<file path="src/rtl/read_unit_engine.sv">
module read_unit_engine #(
  parameter int N_FIFO    = 4,
  parameter int DATA_W    = 32,
  parameter int CNT_W     = 4,
  parameter int RET_DELAY = 3,
  localparam int SEL_W    = (N_FIFO > 1) ? $clog2(N_FIFO) : 1,
  localparam int DLY_W    = (RET_DELAY > 0) ? $clog2(RET_DELAY + 1) : 1
) (
  input  logic                     clk,
  input  logic                     rst_n,
  input  logic                     instr_valid,
  output logic                     instr_ready,
  input  logic [SEL_W-1:0]         instr_fifo,
  input  logic [CNT_W-1:0]         instr_budget,
  output logic [N_FIFO-1:0]        conn_req,
  input  logic [N_FIFO-1:0]        conn_gnt,
  output logic [N_FIFO-1:0]        pull_req,
  input  logic [N_FIFO-1:0]        pull_valid,
  input  logic [N_FIFO*DATA_W-1:0] pull_data,
  output logic [N_FIFO-1:0]        rel,
  output logic                     out_valid,
  output logic [DATA_W-1:0]        out_data,
  output logic                     done
);

  typedef enum logic [2:0] {S_IDLE, S_CONN, S_PULL, S_WAIT, S_EMIT, S_REL} st_t;

  st_t               st, st_nx;
  logic [SEL_W-1:0]  sel;
  logic [CNT_W-1:0]  left;
  logic [DLY_W-1:0]  wcnt;
  logic [DATA_W-1:0] word;

  logic [N_FIFO-1:0] sel_bit;
  logic              gnt_sel, pv_sel, last;

  assign sel_bit = {{(N_FIFO-1){1'b0}}, 1'b1} << sel;
  assign gnt_sel = conn_gnt[sel];
  assign pv_sel  = pull_valid[sel];
  assign last    = (left == CNT_W'(1));

  always_comb begin
    st_nx = st;
    unique case (st)
      S_IDLE: if (instr_valid) st_nx = S_CONN;
      S_CONN: if (gnt_sel) st_nx = (left == '0) ? S_REL : S_PULL;
      S_PULL: if (pv_sel) st_nx = (RET_DELAY == 0) ? S_EMIT : S_WAIT;
      S_WAIT: if (wcnt == '0) st_nx = S_EMIT;
      S_EMIT: st_nx = last ? S_IDLE : S_PULL;
      S_REL:  st_nx = S_IDLE;
      default: st_nx = S_IDLE;
    endcase
  end

  always_ff @(posedge clk) begin
    if (!rst_n) begin
      st   <= S_IDLE;
      sel  <= '0;
      left <= '0;
      wcnt <= '0;
      word <= '0;
    end else begin
      st <= st_nx;
      if (st == S_IDLE && instr_valid) begin
        sel  <= instr_fifo;
        left <= instr_budget;
      end
      if (st == S_PULL && pv_sel) begin
        word <= pull_data[sel*DATA_W +: DATA_W];
        wcnt <= DLY_W'((RET_DELAY > 0) ? RET_DELAY - 1 : 0);
      end
      if (st == S_WAIT && wcnt != '0) wcnt <= wcnt - DLY_W'(1);
      if (st == S_EMIT) left <= left - CNT_W'(1);
    end
  end

  assign instr_ready = (st == S_IDLE);
  assign conn_req    = (st == S_CONN) ? sel_bit : '0;
  assign pull_req    = (st == S_PULL) ? sel_bit : '0;
  assign out_valid   = (st == S_EMIT);
  assign out_data    = word;
  assign done        = (st == S_REL) || (st == S_EMIT && last);
  assign rel         = done ? sel_bit : '0;


  conn_onehot_chk: assert property (@(posedge clk) disable iff (!rst_n)
    $onehot0(conn_req));


  conn_hold_chk: assert property (@(posedge clk) disable iff (!rst_n)
    (|conn_req && !(|(conn_req & conn_gnt))) |=> $stable(conn_req));


  pull_hold_chk: assert property (@(posedge clk) disable iff (!rst_n)
    (|pull_req && !(|(pull_req & pull_valid))) |=> $stable(pull_req));


  req_excl_chk: assert property (@(posedge clk) disable iff (!rst_n)
    !(|conn_req && |pull_req));


  done_rel_chk: assert property (@(posedge clk) disable iff (!rst_n)
    done |-> ($countones(rel) == 1));


  done_pulse_chk: assert property (@(posedge clk) disable iff (!rst_n)
    done |=> !done);


  ready_after_done_chk: assert property (@(posedge clk) disable iff (!rst_n)
    done |=> instr_ready);


  busy_no_ready_chk: assert property (@(posedge clk) disable iff (!rst_n)
    (|conn_req || |pull_req || out_valid) |-> !instr_ready);


  out_pulse_chk: assert property (@(posedge clk) disable iff (!rst_n)
    out_valid |=> !out_valid);

endmodule

</file>
<file path="config.mk">
export PLATFORM = sky130hd
export DESIGN_NAME = read_unit_engine
export DESIGN_NICKNAME = d
export VERILOG_FILES = /design/src/rtl/read_unit_engine.sv
export SDC_FILE = /design/constraint.sdc
export NUM_CORES = 1
export LEC_CHECK = 0
export BUFFER_PORTS_ARGS = -buffer_cell sky130_fd_sc_hd__buf_2
export CAP_MARGIN = 25
export CORE_ASPECT_RATIO = 1.4
export CORE_MARGIN = 1.5
export CORE_UTILIZATION = 42
export DETAILED_ROUTE_END_ITERATION = 10
export PLACE_DENSITY_LB_ADDON = 0.08
export SLEW_MARGIN = 5
export SYNTH_ARGS = -nofsm -noshare
export SYNTH_HDL_FRONTEND = slang
export SYNTH_SLANG_ARGS = --single-unit
export TNS_END_PERCENT = 1
</file>
<file path="constraint.sdc">
create_clock -name clk -period 2.5 [get_ports clk]
set_clock_uncertainty 0.05 [all_clocks]
set_input_delay 0.75 -clock clk [delete_from_list [all_inputs] [get_ports clk]]
set_output_delay 0.75 -clock clk [all_outputs]
set_load 0.005 [all_outputs]
</file>
# == Word level (Yosys, flattened, before mapping) ==
# Cells that the tools add are included.
# op_classes
bitwise,0
n_div,0
eq_ne,10
mux,18
shift,2
multipliers,0
order_cmp,1
n_addsub,2
n_reduce_logical,12
# op_table
op,count
128-bit by 8-bit variable part select with 32-bit output,1
4-bit two-way mux,5
3-bit two-way mux,5
3-bit case mux with 5 select lines,1
"2-bit != test, second input constant",4
"3-bit by 2-bit equality test with 1-bit output, second input constant",2
"3-bit equality test, second input constant",2
2-bit two-way mux,3
2-bit nonzero test,3
1-bit binary-select mux with 2-bit select,2
"4-bit by 1-bit equality test with 1-bit output, second input constant",1
1-bit logical AND,4
4-bit zero test,1
4-bit AND reduction,1
"1-bit by 2-bit left shift with 4-bit output, first input constant",1
"4-bit by 1-bit subtractor with 4-bit output, second input constant",1
"3-bit by 1-bit equality test with 1-bit output, second input constant",1
3-bit zero test,1
"2-bit by 3-bit < comparator with 1-bit output, second input constant",1
2-bit zero test,1
1-bit two-way mux,2
"2-bit by 1-bit subtractor with 2-bit output, second input constant",1
1-bit logical OR,1
# totals
in_bits,145
word_cells,50
mem_count,0
mem_bits_ro,0
register_bits,43
latchBits,0
ramBits,0
output_inout_bits,47

# == Longest topological paths before layout ==
# Gate-level depths: netlist of the first run.
# logic_depth
word_depth,5
ltp_mapped,7

# == Worst setup path after synthesis of the first run ==
# Ideal clock, no wire load.
# synth_timing
path_kind,register to output
from,register left[0]
to,output port rel[0]
arrival_time_ps,1307
path_buffers,0
path_stages_with_launch,6
path_slack_ps,393
path_cell_list,dfxtp_1 > ha_1 > or3b_2 > nand2b_1 > nand2_1 > nor3_1
# synth_via
elab_chain_len,4
# synth_rtl
item,line,source
from (decl),30,logic [CNT_W-1:0] left;
from (signal assigned),66,left <= instr_budget;
from (signal assigned),73,if (st == S_EMIT) left <= left - CNT_W'(1);
4-bit by 1-bit equality test with 1-bit output,40,assign last = (left == CNT_W'(1));
1-bit logical AND,82,assign done = (st == S_REL) || (st == S_EMIT && last);
1-bit logical OR,82,
4-bit two-way mux,83,assign rel = done ? sel_bit : '0;
to (decl),20,"output logic [N_FIFO-1:0] rel,"
# No other way between the ends.

# == Worst setup path after layout of the first run ==
# layout_timing
from,register left[1]
to,output port rel[2]
# Same word-level chain as after synthesis.

==> metrics.md, run 1 <==
| Metric | Value |
|---|---|
| Outcome | `completed` |
| Final Net Count | `616` |
| FMAX | `420 MHz` |
| DP HPWL | `6000 um` |
| TritonRoute pass-1 iters | `6` |
| GRT Util Overall | `21.1%` |
| Slew margin rel. | `53.0%` |
| Total grt overflow | `0` |
| Largest net degree at the start of global routing | `41` |
| Leakage Power | `1.75 nW` |
| Logic pwr share | `42.3%` |
| Post-Synth Adder-Cell Area | `1.37%` |
| R2R cell count | `5` |
| CP Max Fanout | `5` |
| Internal | `1.66 mW` |
| Synth Net Count | `430` |
| Row count | `34` |
| Yosys warns | `0` |
| Post-synthesis sequential area ratio | `31.5%` |
| Buffers added on ports | `191` |
| DRC errors left | `0` |
| H-tree level count | `2` |
| Setup violators final | `0` |
| Initial antenna violation count | `1` |
| Clock transition at path regs | `80 ps` |
| Post-Synth Simple-Gate Area | `20.3%` |
| Min-Delay Path Class | `reg2reg` |
| Post-Syn Area per Cell | `9.69 sq um` |
| CP startpoint kind | `flip-flop` |
| Final ANT Viol Nets | `0` |
| Period utilisation layout | `95.3%` |
| Max cap viols | `0` |
| Worst-Skew Late Latency | `290 ps` |
| Initial Util | `43.7%` |
| DR vias | `2807` |
| Hold path cells | `2` |
| Multi-input logic area | `1740 sq um` |
| Vias in the first global route | `2748` |
| Largest family of logic cells by synthesized area | `multiplexers` |
| Sw Ratio | `32.2%` |
| Syn Inst Count | `282` |
| CTS tree | `yes` |
| First-pass GRT wire length | `12000 um` |
| Layout area overhead | `43.5%` |
| Count of different cell masters after synthesis | `34` |
| Vias per cell | `5.18` |
| Placer Congestion | `0.768` |
| Ports | `192` |
| Core Area | `6250 sq um` |
| Clock share of power | `22.9%` |
| Power per Cell Area | `623 nW/um^2` |
| Maximum VDD drop | `0.000339 V` |
| Main synth FF type | `dfxtp_1` |
| Register Area | `868 sq um` |
| Root Driver | `clkbuf_8` |
| DR WL/cell | `14.2 um` |
| Worst-Margin Slew | `695 ps` |
| Max Root-Sink Buffers | `2` |
| #FFs+latches synth | `43` |
| Die area | `7010 sq um` |
| Pre-CTS setup slack | `232 ps` |
| Compound-cell area share of the yosys netlist | `13.2%` |
| Worst Setup Slack, final | `119 ps` |
| Syn Std Cell Area | `2730 sq um` |
| Flop pwr share | `34.7%` |
| Hold_ws | `413 ps` |
| Final TNS setup | `0 ps` |
| Switching Power | `0.785 mW` |
| Kind of critical path | `reg2out` |
| WP data required | `1700 ps` |
| Hold Fails Final Rpt | `0` |
| FFs w/ async S/R, synth | `0%` |
| Share of cells above drive strength 1 | `54.8%` |
| Unrepaired setup endpoints after global routing | `no` |
| Crit. End Element | `output port` |
| Synth Area in XOR/XNOR | `0%` |
| Critical Path AT | `1580 ps` |
| Fillers | `564` |
| Cts bufs inserted | `5` |
| Tmin final | `2380 ps` |
| Mux share of post-synthesis cell area | `28.4%` |
| EDFF count, synth | `0` |
| Hold buffer count at cts | `0` |
| Die height | `98.4 um` |
| Max-slew violation count | `0` |
| Clk sink count | `43` |
| Initial DRC Count | `162` |
| Die width | `71.2 um` |
| Total Routed Length | `7690 um` |
-- cell usage after synthesis (2+ instances only) --
library cell  number  area share (%)
a21boi_0          36             9.9
a21oi_1            3            0.55
buf_2             11             2.0
buf_4              5             1.4
clkbuf_1           7            0.96
dfxtp_1           43              32
ha_1               3             1.4
inv_1              6            0.82
mux4_2            34              28
nand2_1           76              10
nand2b_1           4            0.92
nand3_1            2            0.37
nor2_1            16             2.2
nor2b_1            5             1.1
nor3_1             6             1.1
o21ai_0            5            0.92
or3b_2             3            0.96
-- layer usage --
| layer | part of all wire [%] | wire length (um) | track usage (%) | vias to the layer above |
|---|---|---|---|---|
| li1 | - | - | - | 1388 |
| met1 | 37 | 2840 | 23.1 | 1284 |
| met2 | 54 | 4150 | 39.3 | 129 |
| met3 | 7.9 | 605 | 5.73 | 6 |
| met4 | 1.3 | 103 | 5.66 | 0 |
| met5 | 0 | 0 | 0 | - |
-- cell families (layout without fill, tap and decap cells) --
logic type,count (synthesis),in the layout
mux,35,35
compound gates,50,50
buf+inv,29,216
flops,43,43
other cells,0,1
fa+ha+maj,3,3
simple gates,122,122
-- what timing repair did --
item                                    in CTS  in global routing
setup buffers                                1                  1
pin swaps                                    0                  3
resized for setup                            5                  3
endpoints found under the setup margin       4                  4
endpoints found under the hold margin        0                  0
-- cell type report --
cell class / instances / area share [%]
Tap cell: 72 / 2.30
Multi-Input combinational cell: 210 / 44.5
Clock inverter: 2 / 0.894
Clock buffer: 6 / 2.11
Timing Repair Buffer: 202 / 27.4
Sequential cell: 43 / 22.2
Inverter: 6 / 0.575
Antenna cell: 1 / 0.0638
-- power groups by stage --
stage	Combinational, mW	Clock [mW]	Sequential, mW
after CTS	1.04	0.578	0.847
final	1.03	0.559	0.848
after floorplan	0.707	0	0.830
after global routing	1.14	0.603	0.862
after detailed placement	1.02	0	0.861
after global placement	1.00	0	0.858
-- sequential cells by signal, summed over array words and instances, names as in the netlist --
name / cells
st: 3
out_data: 32
left: 4
wcnt: 2
sel: 2
-- through the flow --
stage	util [%]	instances	cell area (sq um)	total power, mW
6_report	62.7	542	3920	2.44
5_1_grt	62.6	541	3920	2.60
4_1_cts	62.4	540	3900	2.46
3_5_place_dp	60.2	531	3770	1.88
3_3_place_gp	60.2	531	3770	1.86
2_1_floorplan	-	282	2730	1.54
-- worst max-delay path: stages, from the launching register on --
cell,delay [ps]
dfxtp_2,330
inv_2,60
ha_1,120
or3b_4,370
nand2b_1,90
nand2_2,90
nor2_2,110
buf_2,120
-- worst paths after layout --
path,slack [ps],end,startpoint
hold reg to reg,410,out_data[9]$_SDFFE_PN0P_,out_data[9]$_SDFFE_PN0P_
hold / removal,410,out_data[9]$_SDFFE_PN0P_,out_data[9]$_SDFFE_PN0P_
setup reg to reg,470,out_data[19]$_SDFFE_PN0P_,sel[1]$_SDFFE_PN0P_
setup / recovery,120,rel[2],left[1]$_SDFFE_PN0P_
-- cell usage in the layout, fill, tap and decap left out, types with 2 or more instances in the layout --
cell type  instances
buf_2            191
nand2_1           75
dfxtp_1           39
a21boi_0          36
mux4_2            34
nor2_1            15
buf_4              8
clkbuf_8           6
inv_1              5
nor3_1             5
nor2b_1            5
o21ai_0            5
nand2b_1           4
a21oi_1            3
ha_1               3
dfxtp_2            3
buf_12             3
or3b_2             2
nand3_1            2
Note: power is estimated with default switching activity, not from simulation.
==> run 2, diff against run 1 <==
Settings changed: CELL_PAD_IN_SITES_DETAIL_PLACEMENT set to 1, CELL_PAD_IN_SITES_GLOBAL_PLACEMENT set to 1, CORE_UTILIZATION 42 to 29.
==> run 2 against run 1 <==
Effect of this change: the run now ends with design-rule violations left; routed wire length is 13% higher; final area is 1.8% higher; largest cell class unchanged; hold slack worse by 4.1 ps; clock-buffer cell count is 1 higher.
==> metrics.md, run 2 (synthesis results as in run 1) <==
| Metric | Value |
|---|---|
| Register Area | `868 sq um (unchanged)` |
| Die height | `118 um (+20%)` |
| GRT Util Overall | `17.8% (-3.4 points)` |
| Die area | `10000 sq um (+43%)` |
| Most frequent cells in the layout | `buf_2, nand2_1, dfxtp_1` |
| DRC errors left | `13 (+13)` |
| H-tree level count | `2 (unchanged)` |
| Hold Fails Final Rpt | `0 (unchanged)` |
| Kind of critical path | `reg2out` |
| Max reg flops | `32 (unchanged)` |
| Die width | `85.0 um (+19%)` |
| Maximum VDD drop | `0.000279 V (-18%)` |
| Crit. End Element | `output port` |
| Failing checks | `design-rule violations` |
| Final TNS setup | `0 ps (unchanged)` |
| Placer Congestion | `0.731 (-4.7%)` |
| CTS tree | `yes` |
| Worst-Margin Slew | `767 ps (+72.0 ps)` |
| Clock transition at path regs | `60 ps (-20 ps)` |
| Initial Util | `30.1% (-14 points)` |
| Placed inst area | `3830 sq um (+1.6%)` |
| CP Max Fanout | `5 (unchanged)` |
| Share of cells above drive strength 1 | `54.2% (-0.56 points)` |
| Vias in the first global route | `3115 (+13%)` |
| Total grt overflow | `0 (unchanged)` |
| Post-layout instance area | `3990 sq um (+1.8%)` |
| Setup violators final | `0 (unchanged)` |
| Reg-to-reg slack, setup | `610 ps (+140 ps)` |
| CP startpoint kind | `flip-flop` |
| Most common cell after layout, fill and taps aside | `buf_2` |
| Max Root-Sink Buffers | `2 (unchanged)` |
| Leakage Power | `1.78 nW (+1.2%)` |
| DP HPWL | `7100 um (+18%)` |
| DR vias | `2911 (+3.7%)` |
| Hold buffer count at cts | `0 (unchanged)` |
| Clk sink count | `43 (unchanged)` |
| Max-slew violation count | `0 (unchanged)` |
| Buffers added on ports | `191 (unchanged)` |
| Ports | `192 (unchanged)` |
| Min-Delay Path Class | `reg2reg` |
| Multi-input logic area | `1740 sq um (-0.14%)` |
| FMAX | `419 MHz (-0.12%)` |
| Slew margin rel. | `48.2% (-4.9 points)` |
| Vias per cell | `5.03 (-2.9%)` |
| Initial antenna violation count | `0 (-1)` |
| Outcome | `finished with violations` |
| Core Area | `9080 sq um (+45%)` |
| Inserted Diodes | `0 (-1)` |
| First-pass GRT wire length | `14300 um (+20%)` |
| Total Routed Length | `8730 um (+13%)` |
| Initial DRC Count | `62 (-62%)` |
| DR WL/cell | `15.1 um (+6.2%)` |
| WP data required | `1700 ps (about the same)` |
| Unrepaired setup endpoints after global routing | `no` |
| Power per Cell Area | `633 nW/um^2 (+1.7%)` |
| Layout area overhead | `46.0%` |
| Critical Path AT | `1580 ps (about the same)` |
| Row count | `41 (+21%)` |
| Largest net degree at the start of global routing | `34 (-17%)` |
| Max cap viols | `0 (unchanged)` |
| Cts bufs inserted | `5 (unchanged)` |
| Final Net Count | `619 (+0.49%)` |
| Hold_ws | `408 ps (-4.12 ps)` |
| Worst-Skew Late Latency | `280 ps (about the same)` |
| Root Driver | `clkbuf_16` |
| TritonRoute pass-1 iters | `7 (+1)` |
| Fillers | `1122 (+99%)` |
| Tmin final | `2380 ps (+2.79 ps)` |
| Final ANT Viol Nets | `0 (unchanged)` |
| Period utilisation layout | `95.4% (+0.11 points)` |
run 2: where the power goes:
group	internal, mW	switching [mW]	total (mW)
registers	0.768	0.0728	0.841
clock network	0.370	0.262	0.632
logic	0.562	0.491	1.05
total	1.70	0.826	2.53
run 2: critical path, cell delays in order, from the launching register on:
cell and delay, ps:
dfxtp_2 320, inv_1 70, ha_1 130, or3b_4 370, nand2b_1 100, nand2_2 90
nor3_2 100, buf_2 120
run 2: final cells by class:
| type | instances | share of cell area, % |
|---|---|---|
| Multi-Input combinational cell | 210 | 43.6 |
| Timing Repair Buffer | 205 | 27.2 |
| Sequential cell | 43 | 21.8 |
| Tap cell | 107 | 3.36 |
| Clock buffer | 7 | 3.32 |
| Inverter | 6 | 0.565 |
| Clock inverter | 1 | 0.125 |
run 2: final timing paths:
path	start	to	cells after the start
setup / recovery	left[1]$_SDFFE_PN0P_	rel[0]	7
hold / removal	out_data[11]$_SDFFE_PN0P_	out_data[11]$_SDFFE_PN0P_	2
setup reg to reg	sel[0]$_SDFFE_PN0P_	out_data[31]$_SDFFE_PN0P_	5
hold reg to reg	out_data[11]$_SDFFE_PN0P_	out_data[11]$_SDFFE_PN0P_	2
run 2: repair_timing:
item,CTS,global route
resized for setup,4,2
buffers inserted,1,0
pin swaps,1,1
endpoints found under the setup margin,4,1
gates cloned,0,0
run 2: metal layers:
layer | share of wire (%) | vias to the layer above | GRT usage (%)
li1 | - | 1389 | -
met1 | 35 | 1395 | 17.9
met2 | 56 | 116 | 35.0
met3 | 7.4 | 11 | 4.35
met4 | 1.6 | 0 | 4.71
met5 | 0 | - | 0
run 2: per-stage QoR:
step	power (mW)	worst slack (ps)	utilization [%]	cells
4_1_cts	2.57	44.0	43.8	579
5_1_grt	2.72	9.01	43.9	579
3_3_place_gp	1.90	255	42.2	570
2_1_floorplan	1.54	393	-	282
3_5_place_dp	1.91	223	42.2	570
6_report	2.53	116	43.9	579
==> run 3, diff against run 2 <==
==> constraint.sdc (replaced) <==
create_clock -name clk -period 2.5 [get_ports clk]
set_clock_uncertainty 0.05 [all_clocks]
set_input_delay 0.25 -clock clk [delete_from_list [all_inputs] [get_ports clk]]
set_output_delay 0.25 -clock clk [all_outputs]
set_load 0.005 [all_outputs]
==> run 3 against run 2 <==
Effect of this change: the flow still finishes with violations (design-rule violations); maximum frequency rose by 12%; clock-buffer cell count decreased by 1; sequential share of layout area is 0.37 points higher; clock power fell by 0.6%; hold slack worse by 240 ps; die area unchanged; final area down 2.2%; via count decreased by 0.55%; first-iteration DRC count grew 4.8%.
==> metrics.md, run 3 (synthesis results as in run 1) <==
| Metric | Value |
|---|---|
| Core Area | `9080 sq um (unchanged)` |
| H-tree level count | `2 (unchanged)` |
| Most frequent cells in the layout | `buf_2, nand2_1, dfxtp_1` |
| First-pass GRT wire length | `14000 um (-2.2%)` |
| Layout area overhead | `42.7%` |
| Clk sink count | `43 (unchanged)` |
| Initial Util | `30.1% (unchanged)` |
| Vias in the first global route | `3022 (-3.0%)` |
| Initial antenna violation count | `0 (unchanged)` |
| Min-Delay Path Class | `in2reg` |
| Die width | `85.0 um (unchanged)` |
| Cts bufs inserted | `5 (unchanged)` |
| Initial DRC Count | `65 (+4.8%)` |
| Max Root-Sink Buffers | `2 (unchanged)` |
| Final ANT Viol Nets | `0 (unchanged)` |
| Period utilisation layout | `85.5% (-9.9 points)` |
| Max-slew violation count | `0 (unchanged)` |
| Final Net Count | `612 (-1.1%)` |
| Buffers added on ports | `191 (unchanged)` |
| Critical Path AT | `1840 ps (+260 ps)` |
| Post-CTS Setup Repair Bufs | `0 (-1)` |
| Leakage Power | `1.72 nW (-3.3%)` |
| Tmin final | `2140 ps (-247 ps)` |
| Crit. End Element | `output port` |
| Largest net degree at the start of global routing | `41 (+21%)` |
| Ports | `192 (unchanged)` |
| Clock transition at path regs | `60 ps (about the same)` |
| Most common cell after layout, fill and taps aside | `buf_2` |
| CP Max Fanout | `6 (+1)` |
| Power per Cell Area | `630 nW/um^2 (-0.48%)` |
| Failing checks | `design-rule violations` |
| Max cap viols | `0 (unchanged)` |
| Total Routed Length | `8690 um (-0.42%)` |
| Root Driver | `clkbuf_16` |
| Vias per cell | `5.06 (+0.67%)` |
| Die area | `10000 sq um (unchanged)` |
| Worst-Skew Late Latency | `280 ps (about the same)` |
| TritonRoute pass-1 iters | `7 (unchanged)` |
| Post-layout instance area | `3900 sq um (-2.2%)` |
| Row count | `41 (unchanged)` |
| Outcome | `finished with violations` |
| Unrepaired setup endpoints after global routing | `no` |
| DR vias | `2895 (-0.55%)` |
| Placer Congestion | `0.705 (-3.6%)` |
| Setup violators final | `0 (unchanged)` |
| Die height | `118 um (unchanged)` |
| CP startpoint kind | `flip-flop` |
| Max reg flops | `32 (unchanged)` |
| Hold buffer count at cts | `0 (unchanged)` |
| Resize count post-CTS | `0 (-4)` |
| CTS tree | `yes` |
| Inserted Diodes | `0 (unchanged)` |
| FMAX | `468 MHz (+12%)` |
| WP data required | `2200 ps (+500 ps)` |
| Maximum VDD drop | `0.000384 V (+38%)` |
| Kind of critical path | `reg2out` |
| Fin util | `43.0% (-0.98 points)` |
| DR WL/cell | `15.2 um (+0.79%)` |
| Hold Fails Final Rpt | `0 (unchanged)` |
| Slew margin rel. | `47.0% (-1.2 points)` |
| Final TNS setup | `0 ps (unchanged)` |
| Fillers | `1117 (-0.45%)` |
| Worst-Margin Slew | `784 ps (+17.0 ps)` |
| Placed inst area | `3760 sq um (-1.8%)` |
| Share of cells above drive strength 1 | `52.9% (-1.3 points)` |
| DP HPWL | `7000 um (-1.4%)` |
| Total grt overflow | `0 (unchanged)` |
| GRT Util Overall | `17.4% (-0.32 points)` |
| DRC errors left | `13 (unchanged)` |
==> run 3: area by class of cell <==
type | instances | area [sq um] | share of cell area (%)
tap | 107 | 134 | 3.43
timing repair buffer | 198 | 1010 | 25.9
sequential | 43 | 863 | 22.1
clock inverter | 2 | 12.5 | 0.321
inverter | 6 | 22.5 | 0.577
multi-input combinational | 210 | 1730 | 44.4
clock buffer | 6 | 129 | 3.30
==> run 3: stage by stage <==
| stage | hold WS, ps | cells | setup slack, ps | power, mW |
|---|---|---|---|---|
| floorplan | 345 | 282 | 770 | 1.54 |
| global placement | 397 | 564 | 518 | 1.85 |
| finish | 169 | 572 | 363 | 2.46 |
| CTS | 169 | 572 | 337 | 2.52 |
| global route | 185 | 572 | 259 | 2.65 |
| detailed placement | 404 | 564 | 442 | 1.87 |
==> run 3: worst paths after layout <==
kind / start / to / slack [ps] / cells past startpoint
max: left[0]$_SDFFE_PN0P_ / rel[0] / 360 / 6
min: instr_budget[0] / left[0]$_SDFFE_PN0P_ / 170 / 3
max reg2reg: sel[0]$_SDFFE_PN0P_ / out_data[22]$_SDFFE_PN0P_ / 460 / 5
min reg2reg: out_data[19]$_SDFFE_PN0P_ / out_data[19]$_SDFFE_PN0P_ / 410 / 2
==> run 3: critical path, cell delays in order (launching register included) <==
cell	delay (ps)
dfxtp_1	410
ha_1	170
or3b_2	470
nand2b_1	90
nand2_1	130
nor3_1	150
buf_2	140
==> run 3: layer usage <==
layer | track usage (%) | share of wire (%) | vias up
met3 | 3.65 | 7.1 | 13
met4 | 4.41 | 1.7 | 0
met1 | 18.8 | 37 | 1391
met5 | 0 | 0 | -
li1 | - | - | 1376
met2 | 33.6 | 54 | 115
==> run 3: where the power goes <==
part / switching (mW) / internal (mW) / leakage, nW
logic: 0.457 / 0.516 / 1.30
clock network: 0.260 / 0.369 / 0.0669
registers: 0.0916 / 0.764 / 0.349
